--- config.mk ---
export PLATFORM = sky130hd
export DESIGN_NAME = vprio_sel
export DESIGN_NICKNAME = d
export VERILOG_FILES = /design/src/rtl/vprio_pkg.sv /design/src/rtl/vprio_lr_scan.sv /design/src/rtl/vprio_cand_gate.sv /design/src/rtl/vprio_sel.sv
export SDC_FILE = /design/constraint.sdc
export NUM_CORES = 1
export LEC_CHECK = 0
export BUFFER_PORTS_ARGS = -buffer_cell sky130_fd_sc_hd__buf_4
export CORE_AREA = 2 2 139 141
export CTS_CLUSTER_SIZE = 28
export DETAILED_ROUTE_END_ITERATION = 7
export DIE_AREA = 0 0 141 143
export PLACE_DENSITY_LB_ADDON = 0.15
export SYNTH_ARGS = -nofsm -noshare
export SYNTH_HDL_FRONTEND = slang
export SYNTH_SLANG_ARGS = --single-unit
--- constraint.sdc ---
create_clock -name clk -period 23.2 [get_ports clk]
set_input_delay 4.64 -clock clk [delete_from_list [all_inputs] [get_ports clk]]
set_output_delay 4.64 -clock clk [all_outputs]
set_load 0.005 [all_outputs]
--- src/rtl/vprio_pkg.sv ---
package vprio_pkg;
    timeunit 1ns;
    timeprecision 1ps;

    // List-register entry state encoding: bit 0 pending, bit 1 active
    typedef enum logic [1:0] {
        LR_IDLE = 2'b00,
        LR_PEND = 2'b01,
        LR_ACT  = 2'b10,
        LR_PACT = 2'b11
    } lr_state_e;

    localparam logic GRP0 = 1'b0;
    localparam logic GRP1 = 1'b1;
endpackage

--- src/rtl/vprio_lr_scan.sv ---
// Balanced compare tree over the list-register entries.
// Leaves are masked to all ones when not eligible; each node keeps the
// left (lower index) child unless the right one is strictly smaller.
module vprio_lr_scan #(
    parameter int NUM_LR   = 16,
    parameter int PRIO_W   = 8,
    parameter int LR_IDX_W = 4
) (
    input  logic [NUM_LR-1:0][1:0]        lr_state_i,
    input  logic [NUM_LR-1:0][PRIO_W-1:0] lr_prio_i,
    input  logic [NUM_LR-1:0]             lr_grp_i,
    input  logic                          ven0_i,
    input  logic                          ven1_i,
    output logic [PRIO_W-1:0]             best_prio_o,
    output logic [LR_IDX_W-1:0]           best_idx_o,
    output logic                          best_hit_o
);
    timeunit 1ns;
    timeprecision 1ps;
    import vprio_pkg::*;

    localparam int LVLS   = (NUM_LR > 1) ? $clog2(NUM_LR) : 0;
    localparam int LEAVES = 1 << LVLS;
    localparam int NODES  = 2 * LEAVES;
    localparam logic [PRIO_W-1:0] IDLE_PRIO = '1;

    // heap layout: node 1 is the root, children of n are 2n and 2n+1
    logic [PRIO_W-1:0]   node_prio [1:NODES-1];
    logic [LR_IDX_W-1:0] node_idx  [1:NODES-1];

    for (genvar i = 0; i < LEAVES; i++) begin : g_leaf
        if (i < NUM_LR) begin : g_real
            logic grp_en;
            logic elig;
            assign grp_en = (lr_grp_i[i] == GRP1) ? ven1_i : ven0_i;
            assign elig   = (lr_state_i[i] == LR_PEND) && grp_en
                            && (lr_prio_i[i] != IDLE_PRIO);
            assign node_prio[LEAVES+i] = elig ? lr_prio_i[i] : IDLE_PRIO;
            assign node_idx[LEAVES+i]  = LR_IDX_W'(i);
        end else begin : g_pad
            assign node_prio[LEAVES+i] = IDLE_PRIO;
            assign node_idx[LEAVES+i]  = '0;
        end
    end

    for (genvar n = 1; n < LEAVES; n++) begin : g_node
        logic take_right;
        assign take_right   = node_prio[2*n+1] < node_prio[2*n];
        assign node_prio[n] = take_right ? node_prio[2*n+1] : node_prio[2*n];
        assign node_idx[n]  = take_right ? node_idx[2*n+1]  : node_idx[2*n];
    end

    assign best_prio_o = node_prio[1];
    assign best_idx_o  = node_idx[1];
    assign best_hit_o  = node_prio[1] != IDLE_PRIO;

endmodule

--- src/rtl/vprio_cand_gate.sv ---
// Decides whether the cached message-signalled candidate overrides the
// best list-register entry.
module vprio_cand_gate #(
    parameter int PRIO_W = 8
) (
    input  logic [PRIO_W-1:0] cand_prio_i,
    input  logic              cand_grp_i,
    input  logic              secure_i,
    input  logic              ven0_i,
    input  logic              ven1_i,
    input  logic [PRIO_W-1:0] lr_best_prio_i,
    output logic              cand_win_o
);
    timeunit 1ns;
    timeprecision 1ps;
    import vprio_pkg::*;

    logic grp_en;
    logic beats;

    // an idle best entry carries all ones, so an idle candidate never beats it
    always_comb begin
        grp_en     = (cand_grp_i == GRP1) ? ven1_i : ven0_i;
        beats      = cand_prio_i < lr_best_prio_i;
        cand_win_o = !secure_i && grp_en && beats;
    end

endmodule

--- src/rtl/vprio_sel.sv ---
module vprio_sel #(
    parameter int  NUM_LR = 16,
    parameter int  PRIO_W = 8,
    localparam int IDX_W  = $clog2(NUM_LR + 2)
) (
    input  logic                          clk,
    input  logic                          rst_n,
    input  logic [NUM_LR-1:0][1:0]        lr_state_i,
    input  logic [NUM_LR-1:0][PRIO_W-1:0] lr_prio_i,
    input  logic [NUM_LR-1:0]             lr_grp_i,
    input  logic [PRIO_W-1:0]             cand_prio_i,
    input  logic                          cand_grp_i,
    input  logic                          secure_i,
    input  logic                          ven0_i,
    input  logic                          ven1_i,
    output logic [IDX_W-1:0]              sel_idx_o,
    output logic                          sel_none_o,
    output logic                          sel_vld_o
);
    timeunit 1ns;
    timeprecision 1ps;
    import vprio_pkg::*;

    localparam int LR_IDX_W = (NUM_LR > 1) ? $clog2(NUM_LR) : 1;
    localparam logic [IDX_W-1:0]  CAND_CODE = IDX_W'(NUM_LR);
    localparam logic [IDX_W-1:0]  NONE_CODE = '1;
    localparam logic [PRIO_W-1:0] IDLE_PRIO = '1;

    typedef struct packed {
        logic [IDX_W-1:0] idx;
        logic             none;
        logic             vld;
        logic             seen;
    } sel_t;

    logic [PRIO_W-1:0]   lr_best_prio;
    logic [LR_IDX_W-1:0] lr_best_idx;
    logic                lr_hit;
    logic                cand_win;

    sel_t sel_d, sel_q;

    vprio_lr_scan #(
        .NUM_LR   (NUM_LR),
        .PRIO_W   (PRIO_W),
        .LR_IDX_W (LR_IDX_W)
    ) u_scan (
        .lr_state_i  (lr_state_i),
        .lr_prio_i   (lr_prio_i),
        .lr_grp_i    (lr_grp_i),
        .ven0_i      (ven0_i),
        .ven1_i      (ven1_i),
        .best_prio_o (lr_best_prio),
        .best_idx_o  (lr_best_idx),
        .best_hit_o  (lr_hit)
    );

    vprio_cand_gate #(
        .PRIO_W (PRIO_W)
    ) u_gate (
        .cand_prio_i    (cand_prio_i),
        .cand_grp_i     (cand_grp_i),
        .secure_i       (secure_i),
        .ven0_i         (ven0_i),
        .ven1_i         (ven1_i),
        .lr_best_prio_i (lr_best_prio),
        .cand_win_o     (cand_win)
    );

    always_comb begin
        sel_d = sel_q;
        if (cand_win) begin
            sel_d.idx = CAND_CODE;
        end else if (lr_hit) begin
            sel_d.idx = IDX_W'(lr_best_idx);
        end else begin
            sel_d.idx = NONE_CODE;
        end
        sel_d.none = !(cand_win || lr_hit);
        sel_d.vld  = !sel_q.seen || (sel_d.idx != sel_q.idx);
        sel_d.seen = 1'b1;
    end

    always_ff @(posedge clk) begin
        if (!rst_n) begin
            sel_q <= '{idx: NONE_CODE, none: 1'b1, vld: 1'b0, seen: 1'b0};
        end else begin
            sel_q <= sel_d;
        end
    end

    assign sel_idx_o  = sel_q.idx;
    assign sel_none_o = sel_q.none;
    assign sel_vld_o  = sel_q.vld;

    // ---------------------------------------------------------------
    // Assertions, with shadow state sampled from the ports
    // ---------------------------------------------------------------
    logic                   chk_primed_q;
    logic [NUM_LR-1:0][1:0] chk_state_q;

    always_ff @(posedge clk) begin
        if (!rst_n) begin
            chk_primed_q <= 1'b0;
            chk_state_q  <= '0;
        end else begin
            chk_primed_q <= 1'b1;
            chk_state_q  <= lr_state_i;
        end
    end

    // none flag agrees with the sentinel; index lies in a legal range
    a_r4_none_flag: assert property (@(posedge clk) disable iff (!rst_n)
        sel_none_o == (sel_idx_o == NONE_CODE));

    a_r4_idx_range: assert property (@(posedge clk) disable iff (!rst_n)
        (sel_idx_o < CAND_CODE) || (sel_idx_o == CAND_CODE) || (sel_idx_o == NONE_CODE));

    // a reported entry was pending-only in the sampled cycle
    a_r2_lr_pending: assert property (@(posedge clk) disable iff (!rst_n)
        (chk_primed_q && sel_idx_o < CAND_CODE)
        |-> chk_state_q[sel_idx_o[LR_IDX_W-1:0]] == LR_PEND);

    // candidate never selected after a secure cycle
    a_r6_secure_blocks: assert property (@(posedge clk) disable iff (!rst_n)
        (chk_primed_q && $past(secure_i)) |-> sel_idx_o != CAND_CODE);

    // candidate selected only with its group enabled
    a_r7_cand_enable: assert property (@(posedge clk) disable iff (!rst_n)
        (chk_primed_q && sel_idx_o == CAND_CODE)
        |-> ($past(cand_grp_i) ? $past(ven1_i) : $past(ven0_i)));

    // an idle candidate priority never wins
    a_r5_cand_not_idle: assert property (@(posedge clk) disable iff (!rst_n)
        (chk_primed_q && sel_idx_o == CAND_CODE) |-> $past(cand_prio_i) != IDLE_PRIO);

    // every change of the registered index raises the strobe
    a_r9_vld_on_change: assert property (@(posedge clk) disable iff (!rst_n)
        (chk_primed_q && sel_idx_o != $past(sel_idx_o)) |-> sel_vld_o);

endmodule

==> results.yml <==
outcome:
  status: "finished, final reports clean"
sta:
  fmax_mhz: 60.6
  maxSlewViolCount: 0
  hold_viol: 0
  finalCriticalPeriod_ns: 16.49
  tns_ns: 0
  rsz0062_at_grt: "no"
  worst_hold_slack_ns: 0.434
  finClkSkew_ns: 0.00105
  post-route-period-util_pct: 71.1
  worst_pin_slew_ns: 1.17
  setup_slack_ns: 6.71
  max-slew-margin-rel_pct: 21.1
  setup_violations: 0
power_and_ir_drop:
  peakVddDrop_v: 0.0000606
  p_leak_uw: 0.00385
  finalPower_uw: 751
  power.density_mw_per_mm2: 92.6
synth:
  synthCells: 958
  ys_top_cells_by_count: "163 x nor2_1, 96 x a21oi_1, 90 x ha_1"
  synth-main-ff-cell: "dfxtp_1"
  syn_area_per_cell_sq_um: 6.69
  synth_top_area_share_pct: 17.6
  ys_top_cells_by_area: "ha_1 18%, nor2_1 9.5%, a21oi_1 7.5%"
  ys_warn_count: 0
  synth.most_common_cell: "nor2_1"
  ys_ff_latch: 8
  synth_top_area_cell: "ha_1"
  yosysSeqAreaShare_pct: 2.50
  synthArstFlopShare_pct: 0
  syn-cell-area_sq_mm: 0.00641
  synthDistinctLibCells: 88
  syn-num-nets: 1238
  synth-edff-count: 0
worst_setup_path:
  worstPathRequired_ns: 23.35
  start_kind: "primary input"
  r2r-start: "sel_idx_o[0]"
  crit_arrival_ns: 16.64
  slowest_delay_ns: 0.69
  critPathMaxFanout: 18
  crit_path_end_kind: "register"
  cp_slowest_cell: "a21oi_1"
  crit_start: "ven1_i"
  crit_top_cell: "a21oi_1"
  timing_worst_setup_path_type: "primary input to register"
die:
  die_y_um: 143
  core-area_sq_mm: 0.0186
  die_area_sq_mm: 0.0202
  num_io_pins: 197
  initial_core_util_pct: 34.5
  rows: 50
  die_w_um: 141
clock_tree:
  cts_tree: "built"
  clkLatencyLatePin_ns: 0.23
  holdBufCountCts: 0
  cts_root_buf: "clkbuf_16"
  clockBufferDepth: 2
  cts.htree.levels: 1
  clk_pin_slew_ns: 0.04
  cts.repair.resized: 0
  clock-sinks: 8
  cts_inserted_buffers: 3
  post_cts_buffers: 0
detailed_routing:
  drtIter0Drc: 376
  vias_per_cell: 5.38
  wirelength_mm: 19.9
  ant_nets: 0
  drc: 0
  wl_per_cell_um: 14.6
  vias: 7310
  drt_first_pass_iters: 4
placed_design:
  dp_hpwl_mm: 17.3
  post-place-ws_ns: 6.51
  io_buffers: 196
  placed_area_sq_mm: 0.00803
  gp_congestion: 0.846
layout:
  area_growth_pct: 26.4
  drive_above_1_share_pct: 23.6
  design_area_sq_mm: 0.00811
  antennaDiodeCount: 0
  fin_nets: 1408
global_routing:
  antenna_found_initial: 0
  grt_pass1_vias: 6920
  grtUsageTotal_pct: 19.1
  grt_overflow: 0
  grt_max_degree: 19
  grt_pass1_wl_mm: 32.5
min_path:
  hp-start: "sel_q[0]"
  hold_class: "register to register"
flow_run:
  maxCapViolCount: 0
power by group:
| group | switching (uW) | leakage, uW | internal [uW] | total, uW |
|---|---|---|---|---|
| sequential | 4.34 | 0.0000671 | 20.4 | 24.7 |
| clock | 6.57 | 0.0000370 | 22.2 | 28.8 |
| combinational | 404 | 0.00374 | 294 | 698 |
cell families (layout without fill, tap and decap cells):
kind of cell,count (synthesis),count (layout),synth area share [%]
buffers and inverters,118,286,7.45
adders and majority gates,95,95,18.3
AOI/OAI and AO/OA,269,269,29.3
xor gates and xnor gates,2,2,0.390
and+or+nand+nor,395,395,30.4
muxes,71,71,11.7
DFF,8,8,2.50
path summary, 6_finish.rpt:
check | to | slack [ns] | cells after the start
max reg2reg | sel_vld_o | 21.75 | 5
max | sel_vld_o | 6.71 | 48
min reg2reg | sel_vld_o | 0.43 | 1
min | sel_vld_o | 0.43 | 1
layout make-up:
cell class	count	area, sq um
inverters	85	319
multi-input cells	832	5780
well taps	234	293
clock buffers	3	75.1
flip-flops and latches	8	160
repair buffers	198	1490
fillers	2003	10500
per-layer routing:
metal	up-vias	share of wire [%]	track usage (%)
met2	153	50	36.6
met4	0	0.32	1.21
met3	6	3.8	1.17
li1	3869	-	-
met1	3282	46	24.5
met5	-	0	0
layout by cell type (no fill, tap or decap), types with 13 or more instances in the layout:
cell type  netlist  routed
buf_4            7     198
nor2_1         163     163
a21oi_1         96      96
ha_1            90      90
inv_1           85      85
nand2_1         57      57
mux2i_1         40      40
nor3_1          37      37
o21ai_0         32      32
mux2_2          30      30
a21o_1          20      20
or2_2           17      17
nand3_1         15      15
nor2b_1         14      14
nand2b_1        13      13
through the flow:
step	util (%)	std cells
global route	43.6	1360
detailed placement	43.2	1357
floorplan	-	958
finish	43.6	1360
CTS	43.6	1360
global placement	43.2	1357
worst max-delay path: cells and delay by family:
kind            cells  cell delay (ns)
simple gates       20             5.05
compound gates     18             4.54
fa+ha+maj           5             1.48
mux                 2             0.55
buf+inv             3             0.39
flip-flops by register name (all words and copies together) (netlist names):
signal      count
sel_idx_o       5
sel_none_o      1
sel_q           1
sel_vld_o       1
No activity file was read; power rests on OpenSTA's default activity.
